<file path="config.mk">
export PLATFORM = sky130hd
export DESIGN_NAME = uart_regfront
export DESIGN_NICKNAME = d
export VERILOG_FILES = /design/src/rtl/uart_regfront_pkg.sv /design/src/rtl/uart_bus_seq.sv /design/src/rtl/uart_rx_fifo.sv /design/src/rtl/uart_reg_bank.sv /design/src/rtl/uart_regfront.sv
export SDC_FILE = /design/constraint.sdc
export NUM_CORES = 1
export LEC_CHECK = 0
export ABC_AREA = 1
export CELL_PAD_IN_SITES_DETAIL_PLACEMENT = 1
export CELL_PAD_IN_SITES_GLOBAL_PLACEMENT = 2
export CORE_MARGIN = 5
export CORE_UTILIZATION = 35
export DETAILED_ROUTE_END_ITERATION = 10
export DONT_BUFFER_PORTS = 1
export GPL_ROUTABILITY_DRIVEN = 0
export MAX_ROUTING_LAYER = met4
export PLACE_DENSITY = 0.79
export SLEW_MARGIN = 25
export SYNTH_ARGS = -nofsm -noshare
export SYNTH_HDL_FRONTEND = slang
export SYNTH_SLANG_ARGS = --single-unit
</file>
<file path="constraint.sdc">
create_clock -name clk -period 3.5 [get_ports clk]
set_clock_uncertainty 0.05 [all_clocks]
set_input_delay 0.175 -clock clk [delete_from_list [all_inputs] [get_ports clk]]
set_output_delay 0.175 -clock clk [all_outputs]
set_load 0.005 [all_outputs]
</file>
<file path="src/rtl/uart_regfront_pkg.sv">
package uart_regfront_pkg;

    // Register index, taken from byte address bits [3:2].
    typedef enum logic [1:0] {
        REG_RXDATA  = 2'd0,
        REG_TXDATA  = 2'd1,
        REG_STATUS  = 2'd2,
        REG_CONTROL = 2'd3
    } reg_idx_e;

    // Status word bit positions.
    localparam int ST_RX_VALID = 0;
    localparam int ST_RX_FULL  = 1;
    localparam int ST_TX_EMPTY = 2;
    localparam int ST_TX_FULL  = 3;
    localparam int ST_PENDING  = 4;
    localparam int ST_OVERRUN  = 5;
    localparam int ST_FRAME    = 6;
    localparam int ST_PARITY   = 7;

    // Control word bit positions.
    localparam int CT_TX_CLEAR = 0;
    localparam int CT_RX_CLEAR = 1;
    localparam int CT_IRQ_EN   = 4;

    // Bus access sequencer states.
    typedef enum logic [1:0] {
        SEQ_IDLE,
        SEQ_READ_RESP,
        SEQ_WRITE_DONE,
        SEQ_WRITE_FAULT
    } seq_state_e;

    // One-hot decode of the access accepted this cycle.
    typedef struct packed {
        logic rd_rx;
        logic rd_tx;
        logic rd_stat;
        logic rd_ctrl;
        logic wr_tx;
        logic wr_ctrl;
        logic wr_bad;
    } access_t;

endpackage

</file>
<file path="src/rtl/uart_bus_seq.sv">
module uart_bus_seq
    import uart_regfront_pkg::*;
#(
    parameter int ADDR_W = 4
) (
    input  logic              clk,
    input  logic              rst,
    input  logic              req_valid,
    input  logic              req_write,
    input  logic [ADDR_W-1:0] req_addr,
    output access_t           acc,
    output logic              rsp_valid,
    output logic              rsp_err
);

    localparam int IDX_W = 2;

    seq_state_e state_q, state_d;
    logic [IDX_W-1:0] idx_bits;
    reg_idx_e idx;

    // Word index: byte address shifted down by two.
    assign idx_bits = IDX_W'(req_addr >> 2);
    assign idx      = reg_idx_e'(idx_bits);

    // Access decode for the current request.
    always_comb begin
        acc = '0;
        if (req_valid) begin
            unique case (idx)
                REG_RXDATA:  if (req_write) acc.wr_bad = 1'b0; else acc.rd_rx = 1'b1;
                REG_TXDATA:  if (req_write) acc.wr_tx = 1'b1;  else acc.rd_tx = 1'b1;
                REG_STATUS:  if (req_write) acc.wr_bad = 1'b1; else acc.rd_stat = 1'b1;
                REG_CONTROL: if (req_write) acc.wr_ctrl = 1'b1; else acc.rd_ctrl = 1'b1;
            endcase
        end
    end

    // Next state: records the kind of access taken this cycle.
    always_comb begin
        if (!req_valid)
            state_d = SEQ_IDLE;
        else if (!req_write)
            state_d = SEQ_READ_RESP;
        else if (idx == REG_STATUS)
            state_d = SEQ_WRITE_FAULT;
        else
            state_d = SEQ_WRITE_DONE;
    end

    always_ff @(posedge clk) begin
        if (rst)
            state_q <= SEQ_IDLE;
        else
            state_q <= state_d;
    end

    // Response outputs decoded from the state.
    always_comb begin
        rsp_valid = 1'b0;
        rsp_err   = 1'b0;
        unique case (state_q)
            SEQ_IDLE:        ;
            SEQ_READ_RESP:   rsp_valid = 1'b1;
            SEQ_WRITE_DONE:  ;
            SEQ_WRITE_FAULT: rsp_err = 1'b1;
        endcase
    end

    AST_READ_RESPONDS: assert property (@(posedge clk) disable iff (rst)
        (req_valid && !req_write) |=> (rsp_valid && !rsp_err));
    AST_WRITE_SILENT: assert property (@(posedge clk) disable iff (rst)
        (req_valid && req_write) |=> !rsp_valid);
    AST_FAULT_FLAGGED: assert property (@(posedge clk) disable iff (rst)
        (req_valid && req_write && idx == REG_STATUS) |=> rsp_err);

endmodule

</file>
<file path="src/rtl/uart_rx_fifo.sv">
module uart_rx_fifo #(
    parameter int DEPTH  = 8,
    parameter int BYTE_W = 8
) (
    input  logic              clk,
    input  logic              rst,
    input  logic              push,
    input  logic [BYTE_W-1:0] push_data,
    input  logic              pop,
    input  logic              flush,
    output logic [BYTE_W-1:0] pop_data,
    output logic              ready,
    output logic              nonempty,
    output logic              full,
    output logic              nonempty_nxt
);

    // DEPTH must be a power of two: the write pointer wraps naturally.
    localparam int PTR_W = $clog2(DEPTH);
    localparam int CNT_W = PTR_W + 1;
    localparam logic [CNT_W-1:0] CNT_MAX = CNT_W'(DEPTH);

    logic [BYTE_W-1:0] mem [DEPTH];
    logic [PTR_W-1:0]  wp_q, wp_d, rd_ptr;
    logic [CNT_W-1:0]  count_q, count_d, count_step;
    logic              push_ok, pop_ok;

    assign push_ok = push && !flush && (count_q < CNT_MAX);
    assign pop_ok  = pop && !flush && (count_q != '0);

    // Oldest entry sits "count" slots behind the write pointer.
    assign rd_ptr   = wp_q - count_q[PTR_W-1:0];
    assign pop_data = mem[rd_ptr];

    always_comb begin
        unique case ({push_ok, pop_ok})
            2'b10:   count_step = count_q + CNT_W'(1);
            2'b01:   count_step = count_q - CNT_W'(1);
            default: count_step = count_q;
        endcase
        count_d = flush ? '0 : count_step;
        if (flush)
            wp_d = '0;
        else if (push_ok)
            wp_d = wp_q + PTR_W'(1);
        else
            wp_d = wp_q;
    end

    always_ff @(posedge clk) begin
        if (rst) begin
            wp_q    <= '0;
            count_q <= '0;
        end else begin
            wp_q    <= wp_d;
            count_q <= count_d;
        end
    end

    always_ff @(posedge clk) begin
        if (rst) begin
            for (int i = 0; i < DEPTH; i++)
                mem[i] <= '0;
        end else if (push_ok) begin
            mem[wp_q] <= push_data;
        end
    end

    assign ready        = (count_q < CNT_MAX);
    assign nonempty     = (count_q != '0);
    assign full         = (count_q == CNT_MAX);
    assign nonempty_nxt = (count_d != '0);

    AST_COUNT_BOUND: assert property (@(posedge clk) disable iff (rst)
        count_q <= CNT_MAX);
    AST_PUSH_COUNTS: assert property (@(posedge clk) disable iff (rst)
        (push && ready && !pop && !flush) |=> (count_q == $past(count_q) + CNT_W'(1)));
    AST_DROP_WHEN_FULL: assert property (@(posedge clk) disable iff (rst)
        (full && push && !pop && !flush) |=> (full && $stable(wp_q)));
    AST_EMPTY_POP_HOLDS: assert property (@(posedge clk) disable iff (rst)
        (!nonempty && pop && !push && !flush) |=> (count_q == '0));
    AST_FLUSH_EMPTIES: assert property (@(posedge clk) disable iff (rst)
        flush |=> (count_q == '0 && wp_q == '0));
    AST_RESET_EMPTY: assert property (@(posedge clk)
        rst |=> (count_q == '0 && wp_q == '0));

endmodule

</file>
<file path="src/rtl/uart_reg_bank.sv">
module uart_reg_bank
    import uart_regfront_pkg::*;
#(
    parameter int DATA_W = 32,
    parameter int BYTE_W = 8
) (
    input  logic              clk,
    input  logic              rst,
    input  access_t           acc,
    input  logic [DATA_W-1:0] wdata,
    input  logic [BYTE_W-1:0] fifo_data,
    input  logic              fifo_nonempty,
    input  logic              fifo_full,
    input  logic              fifo_nonempty_nxt,
    output logic              flush,
    output logic [DATA_W-1:0] rdata,
    output logic [BYTE_W-1:0] tx_byte,
    output logic              tx_strobe,
    output logic              irq
);

    logic [DATA_W-1:0] ctrl_q, tx_q, status_w, rd_sel;
    logic              pend_q;
    logic              any_rd;

    assign flush = acc.wr_ctrl && wdata[CT_RX_CLEAR];

    // Status word composition; error bits are reserved and read zero.
    always_comb begin
        status_w              = '0;
        status_w[ST_RX_VALID] = fifo_nonempty;
        status_w[ST_RX_FULL]  = fifo_full;
        status_w[ST_TX_EMPTY] = 1'b1;
        status_w[ST_TX_FULL]  = 1'b0;
        status_w[ST_PENDING]  = pend_q;
        status_w[ST_OVERRUN]  = 1'b0;
        status_w[ST_FRAME]    = 1'b0;
        status_w[ST_PARITY]   = 1'b0;
    end

    always_comb begin
        if (acc.rd_rx)
            rd_sel = DATA_W'(fifo_data);
        else if (acc.rd_tx)
            rd_sel = tx_q;
        else if (acc.rd_stat)
            rd_sel = status_w;
        else if (acc.rd_ctrl)
            rd_sel = ctrl_q;
        else
            rd_sel = '0;
    end

    assign any_rd = acc.rd_rx | acc.rd_tx | acc.rd_stat | acc.rd_ctrl;

    always_ff @(posedge clk) begin
        if (rst) begin
            rdata     <= '0;
            ctrl_q    <= '0;
            tx_q      <= '0;
            tx_byte   <= '0;
            tx_strobe <= 1'b0;
            pend_q    <= 1'b0;
        end else begin
            if (any_rd)
                rdata <= rd_sel;
            if (acc.wr_ctrl)
                ctrl_q <= wdata;
            if (acc.wr_tx) begin
                tx_q    <= wdata;
                tx_byte <= wdata[BYTE_W-1:0];
            end
            tx_strobe <= acc.wr_tx;
            // Sticky: set by transmit writes and waiting data,
            // acknowledged by a status read.
            pend_q <= acc.wr_tx | fifo_nonempty_nxt | (pend_q & ~acc.rd_stat);
        end
    end

    assign irq = pend_q & ctrl_q[CT_IRQ_EN];

    AST_TX_STROBE: assert property (@(posedge clk) disable iff (rst)
        acc.wr_tx |=> (tx_strobe && tx_byte == $past(wdata[BYTE_W-1:0])));
    AST_PEND_WITH_DATA: assert property (@(posedge clk) disable iff (rst)
        fifo_nonempty |-> pend_q);
    AST_PEND_ACK: assert property (@(posedge clk) disable iff (rst)
        (acc.rd_stat && !fifo_nonempty_nxt && !acc.wr_tx) |=> !pend_q);
    AST_STATUS_WR_HOLD: assert property (@(posedge clk) disable iff (rst)
        acc.wr_bad |=> ($stable(ctrl_q) && $stable(tx_q) && $stable(pend_q)));

endmodule

</file>
<file path="src/rtl/uart_regfront.sv">
module uart_regfront
    import uart_regfront_pkg::*;
#(
    parameter int ADDR_W     = 4,
    parameter int DATA_W     = 32,
    parameter int BYTE_W     = 8,
    parameter int FIFO_DEPTH = 8
) (
    input  logic              clk,
    input  logic              rst,
    input  logic              bus_valid,
    input  logic              bus_write,
    input  logic [ADDR_W-1:0] bus_addr,
    input  logic [DATA_W-1:0] bus_wdata,
    output logic [DATA_W-1:0] bus_rdata,
    output logic              bus_rvalid,
    output logic              bus_err,
    input  logic [BYTE_W-1:0] rx_byte,
    input  logic              rx_valid,
    output logic              rx_ready,
    output logic [BYTE_W-1:0] tx_byte,
    output logic              tx_strobe,
    output logic              irq
);

    access_t           acc;
    logic [BYTE_W-1:0] fifo_data;
    logic              fifo_nonempty, fifo_full, fifo_nonempty_nxt, flush;

    uart_bus_seq #(
        .ADDR_W (ADDR_W)
    ) u_seq (
        .clk       (clk),
        .rst       (rst),
        .req_valid (bus_valid),
        .req_write (bus_write),
        .req_addr  (bus_addr),
        .acc       (acc),
        .rsp_valid (bus_rvalid),
        .rsp_err   (bus_err)
    );

    uart_rx_fifo #(
        .DEPTH  (FIFO_DEPTH),
        .BYTE_W (BYTE_W)
    ) u_fifo (
        .clk          (clk),
        .rst          (rst),
        .push         (rx_valid),
        .push_data    (rx_byte),
        .pop          (acc.rd_rx),
        .flush        (flush),
        .pop_data     (fifo_data),
        .ready        (rx_ready),
        .nonempty     (fifo_nonempty),
        .full         (fifo_full),
        .nonempty_nxt (fifo_nonempty_nxt)
    );

    uart_reg_bank #(
        .DATA_W (DATA_W),
        .BYTE_W (BYTE_W)
    ) u_regs (
        .clk               (clk),
        .rst               (rst),
        .acc               (acc),
        .wdata             (bus_wdata),
        .fifo_data         (fifo_data),
        .fifo_nonempty     (fifo_nonempty),
        .fifo_full         (fifo_full),
        .fifo_nonempty_nxt (fifo_nonempty_nxt),
        .flush             (flush),
        .rdata             (bus_rdata),
        .tx_byte           (tx_byte),
        .tx_strobe         (tx_strobe),
        .irq               (irq)
    );

    AST_READY_FOLLOWS_FULL: assert property (@(posedge clk) disable iff (rst)
        (rx_valid && !rx_ready && !bus_valid) |=> !rx_ready);
    AST_RESET_IDLE: assert property (@(posedge clk)
        rst |=> (!irq && rx_ready && !bus_rvalid && !bus_err && !tx_strobe));

endmodule

</file>
==> results.yml <==
setup_path:
  worst_path_max_delay_cell: "dlygate4sd3_1"
  required_worst_endpoint_ns: 3.78
  worstPathArrival_ns: 2.78
  reg2reg_to: "u_regs.pend_q"
  timing.rr.start: "u_fifo.count_q[1]"
  worstSetupEndpointType: "flop"
  timing.reg2reg.worst_path_depth: 16
  crit_start: "bus_valid"
  worst_path_most_repeated_cell: "nand2_1"
  setup.worst_path.end: "u_regs.pend_q"
  setup.worst_path.class: "in2reg"
  crit_chain: "dlygate4sd3_1, nand2_1, nor2_4, nand2_4, nand3_4, ha_1, nand2_1, inv_1, nor2_1, ha_1, nand2_1, nand2_1, or2_2, a21oi_1, nand2_1, nand2_1, nand2_1"
  crit_fanout: 9
  timing.critical_path.from_type: "primary input"
  reg2reg_slack_ns: 1.0
  max_stage_delay_ns: 0.56
cts:
  cts-root-to-sink-buffers: 2
  tritoncts: "yes"
  cts.repair_timing.setup_buffer_count: 0
  cts_hold_repair.buffers: 39
  cts_root_buf: "clkbuf_16"
  cts_buffers: 17
  cts_num_sinks: 171
  ctsHtreeMaxLevel: 4
  cts_resized: 0
  post_cts_clock_slew_at_the_launch_and_capture_registers_of_the_worst_setup_and_hold_paths_ns: 0.07
  worstSkewPairLatency_ns: 0.44
global_routing:
  global_route_wire_length_before_repair_microns: 34400
  grt.overflow.total: 0
  grt_start_max_net_pins: 38
  grt_antenna_before_repair: 0
  first_global_vias: 6461
  grt_util_all_layers: 0.183
layout:
  flow.area_growth_from_synthesis_pct: 15.4
  drive_above_1_share: 0.0654
  insertedDiodeCount: 0
  layout.nets: 1036
routing:
  drt_wl_total_microns: 20900
  dr.pass1.iters: 5
  drt_first_iter_violations: 276
  routed_via_density: 4.84
  ant_nets: 0
  detailroute.via_count: 6143
  post-route-drc-count: 0
  post_drt_wl_per_cell_microns: 16.5
die:
  die_w_microns: 157
  io-pin-count: 94
  fp.dieArea_sq_mm: 0.0247
  initial_utilization: 0.358
  fp.dieH_microns: 157
  coreArea_sq_mm: 0.0212
  rows: 53
sta:
  setup-violations-final: 0
  final_period_minus_worst_setup_slack_ns: 2.50
  finalHoldViolCount: 0
  setup_slack_ns: 0.999
  finalCritPeriodShare: 0.715
  remaining_max_slew_budget_at_the_tightest_pin: 0.454
  finalSetupTns_ns: 0
  worstMarginPinSlew_ns: 0.817
  rsz0062_at_grt: "no"
  timing_max_transition_violations_final: 0
  clock.fmax_mhz: 400
place:
  dpl.hpwl_microns: 14100
  preCtsSetupSlack_ns: 0.952
  io_buffers: 0
synthesis:
  postSynthCellCount: 960
  yosysWarnings: 0
  post_synth.cell_area_avg_sq_um: 7.91
  yosysSeqAreaShare: 0.535
  synth.distinct_cells: 32
  mappedNetlistNets: 1015
  ys_seq_elements: 171
  synth.cell_area_sq_mm: 0.00759
outcome:
  status: "complete, no violations"
pwr:
  leakage_power_total_nw: 3.83
  peakVddDrop_mv: 0.278
  cellPowerDensity_mw_per_mm2: 547
min_path:
  worst_hold_path_type: "in2reg"
  hold_path_startpoint: "bus_write"
job:
  max_cap_viol_count: 0
## synth_stat cells
library cell / count / share of area
a221oi_1: 1 / 0.0012
nand3_1: 62 / 0.041
o21ai_0: 76 / 0.050
nor3_1: 1 / 0.00066
buf_4: 10 / 0.0099
nand4_2: 1 / 0.0016
xnor2_1: 1 / 0.0012
nand3_4: 8 / 0.018
inv_2: 2 / 0.00099
clkinv_1: 1 / 0.00049
a211oi_1: 2 / 0.0020
xor2_1: 1 / 0.0012
buf_2: 22 / 0.015
edfxtp_1: 64 / 0.25
a22oi_1: 1 / 0.00099
a21oi_1: 24 / 0.016
inv_1: 89 / 0.044
fa_1: 1 / 0.0026
o21ai_1: 6 / 0.0040
clkbuf_1: 16 / 0.0079
nor2_4: 2 / 0.0030
nand2_4: 1 / 0.0015
nor3b_1: 1 / 0.00099
o211ai_1: 9 / 0.0089
nand2_2: 3 / 0.0025
nor2_1: 206 / 0.10
dfxtp_1: 107 / 0.28
ha_1: 5 / 0.0082
or2_2: 1 / 0.00082
buf_1: 2 / 0.00099
nand2_1: 233 / 0.12
nor2_8: 1 / 0.0026
## worst min path at each step
| stage | to | slack [ns] | cells after the start |
|---|---|---|---|
| 3_5_place_dp | u_regs.rdata[1] | 0.20 | 1 |
| 5_1_grt | u_fifo.mem[3][4] | 0.04 | 2 |
| 3_3_place_gp | u_regs.ctrl_q[1] | 0.20 | 1 |
| 4_1_cts | u_regs.ctrl_q[1] | 0.02 | 4 |
| 2_1_floorplan | u_seq.state_q[0] | 0.22 | 1 |
| 6_report | u_regs.rdata[4] | 0.03 | 4 |
## flip-flops by register name, indices dropped and copies added, names as in the netlist
| name | count |
|---|---|
| u_regs.ctrl_q | 32 |
| u_seq.state_q | 2 |
| u_fifo.mem | 64 |
| u_regs.tx_q | 32 |
| u_regs.pend_q | 1 |
| u_regs.tx_strobe | 1 |
| u_fifo.count_q | 4 |
| u_regs.rdata | 32 |
| u_fifo.wp_q | 3 |
## cells in the final DEF (no fill, tap or decap), drive strengths merged
cell type	count
nand2	237
nor2	209
dfxtp	107
inv	98
o21ai	82
nand3	70
edfxtp	64
dlygate4sd3	39
a21oi	24
clkbuf	18
buf	13
o211ai	9
clkinv	7
ha	5
a211oi	2
nand4	1
xnor2	1
or2	1
a22oi	1
xor2	1
nor3	1
nor3b	1
a221oi	1
fa	1
clkinvlp	1
## routing by layer
layer  share of wire  GRT usage  up-vias
met5               0          -        -
met3           0.044     0.0487        8
met2            0.48      0.299       75
met1            0.47      0.227     2967
met4          0.0080     0.0434        0
li1                -          -     3093
## critical path: cells and delay by family
kind,cells,cell delay [ns]
adder cells (fa/ha/maj),2,0.56
AND/OR/NAND/NOR,12,1.29
AO/OA/AOI/OAI,1,0.14
buffers and inverters,2,0.61
## metrics by stage
stage / std cells / instance area [sq um] / util / hold slack (ns) / power (W)
floorplan: 960 / 7590 / - / 0.223 / 0.00273
detailed placement: 1198 / 7780 / 0.367 / 0.200 / 0.00295
global route: 1269 / 8760 / 0.413 / 0.0439 / 0.00506
finish: 1269 / 8760 / 0.413 / 0.0306 / 0.00479
global placement: 1198 / 7780 / 0.367 / 0.197 / 0.00294
CTS: 1269 / 8760 / 0.413 / 0.0240 / 0.00486
## cell type report
class                           instances  area, sq um
Clock buffer                           18          439
Clock inverter                         14          149
Fill cell                            2563        12500
Inverter                               92          345
Multi-Input combinational cell        647         2930
Sequential cell                       171         4060
Tap cell                              275          344
Timing Repair Buffer                   52          488
## logic make-up (layout without fill, tap and decap cells)
| family | after synthesis | after routing | share of synthesized area |
|---|---|---|---|
| flops | 171 | 171 | 0.535 |
| xor+xnor | 2 | 2 | 0.00231 |
| fa+ha+maj | 6 | 6 | 0.0109 |
| compound gates | 119 | 119 | 0.0829 |
| buf+inv | 142 | 176 | 0.0788 |
| simple gates | 520 | 520 | 0.290 |
## power breakdown
group	leakage (nW)	internal, W	switching [W]
Clock	0.286	0.000972	0.000893
Sequential	1.53	0.00214	0.0000472
Combinational	2.01	0.000236	0.000503
(Power assumes the default switching activity.)
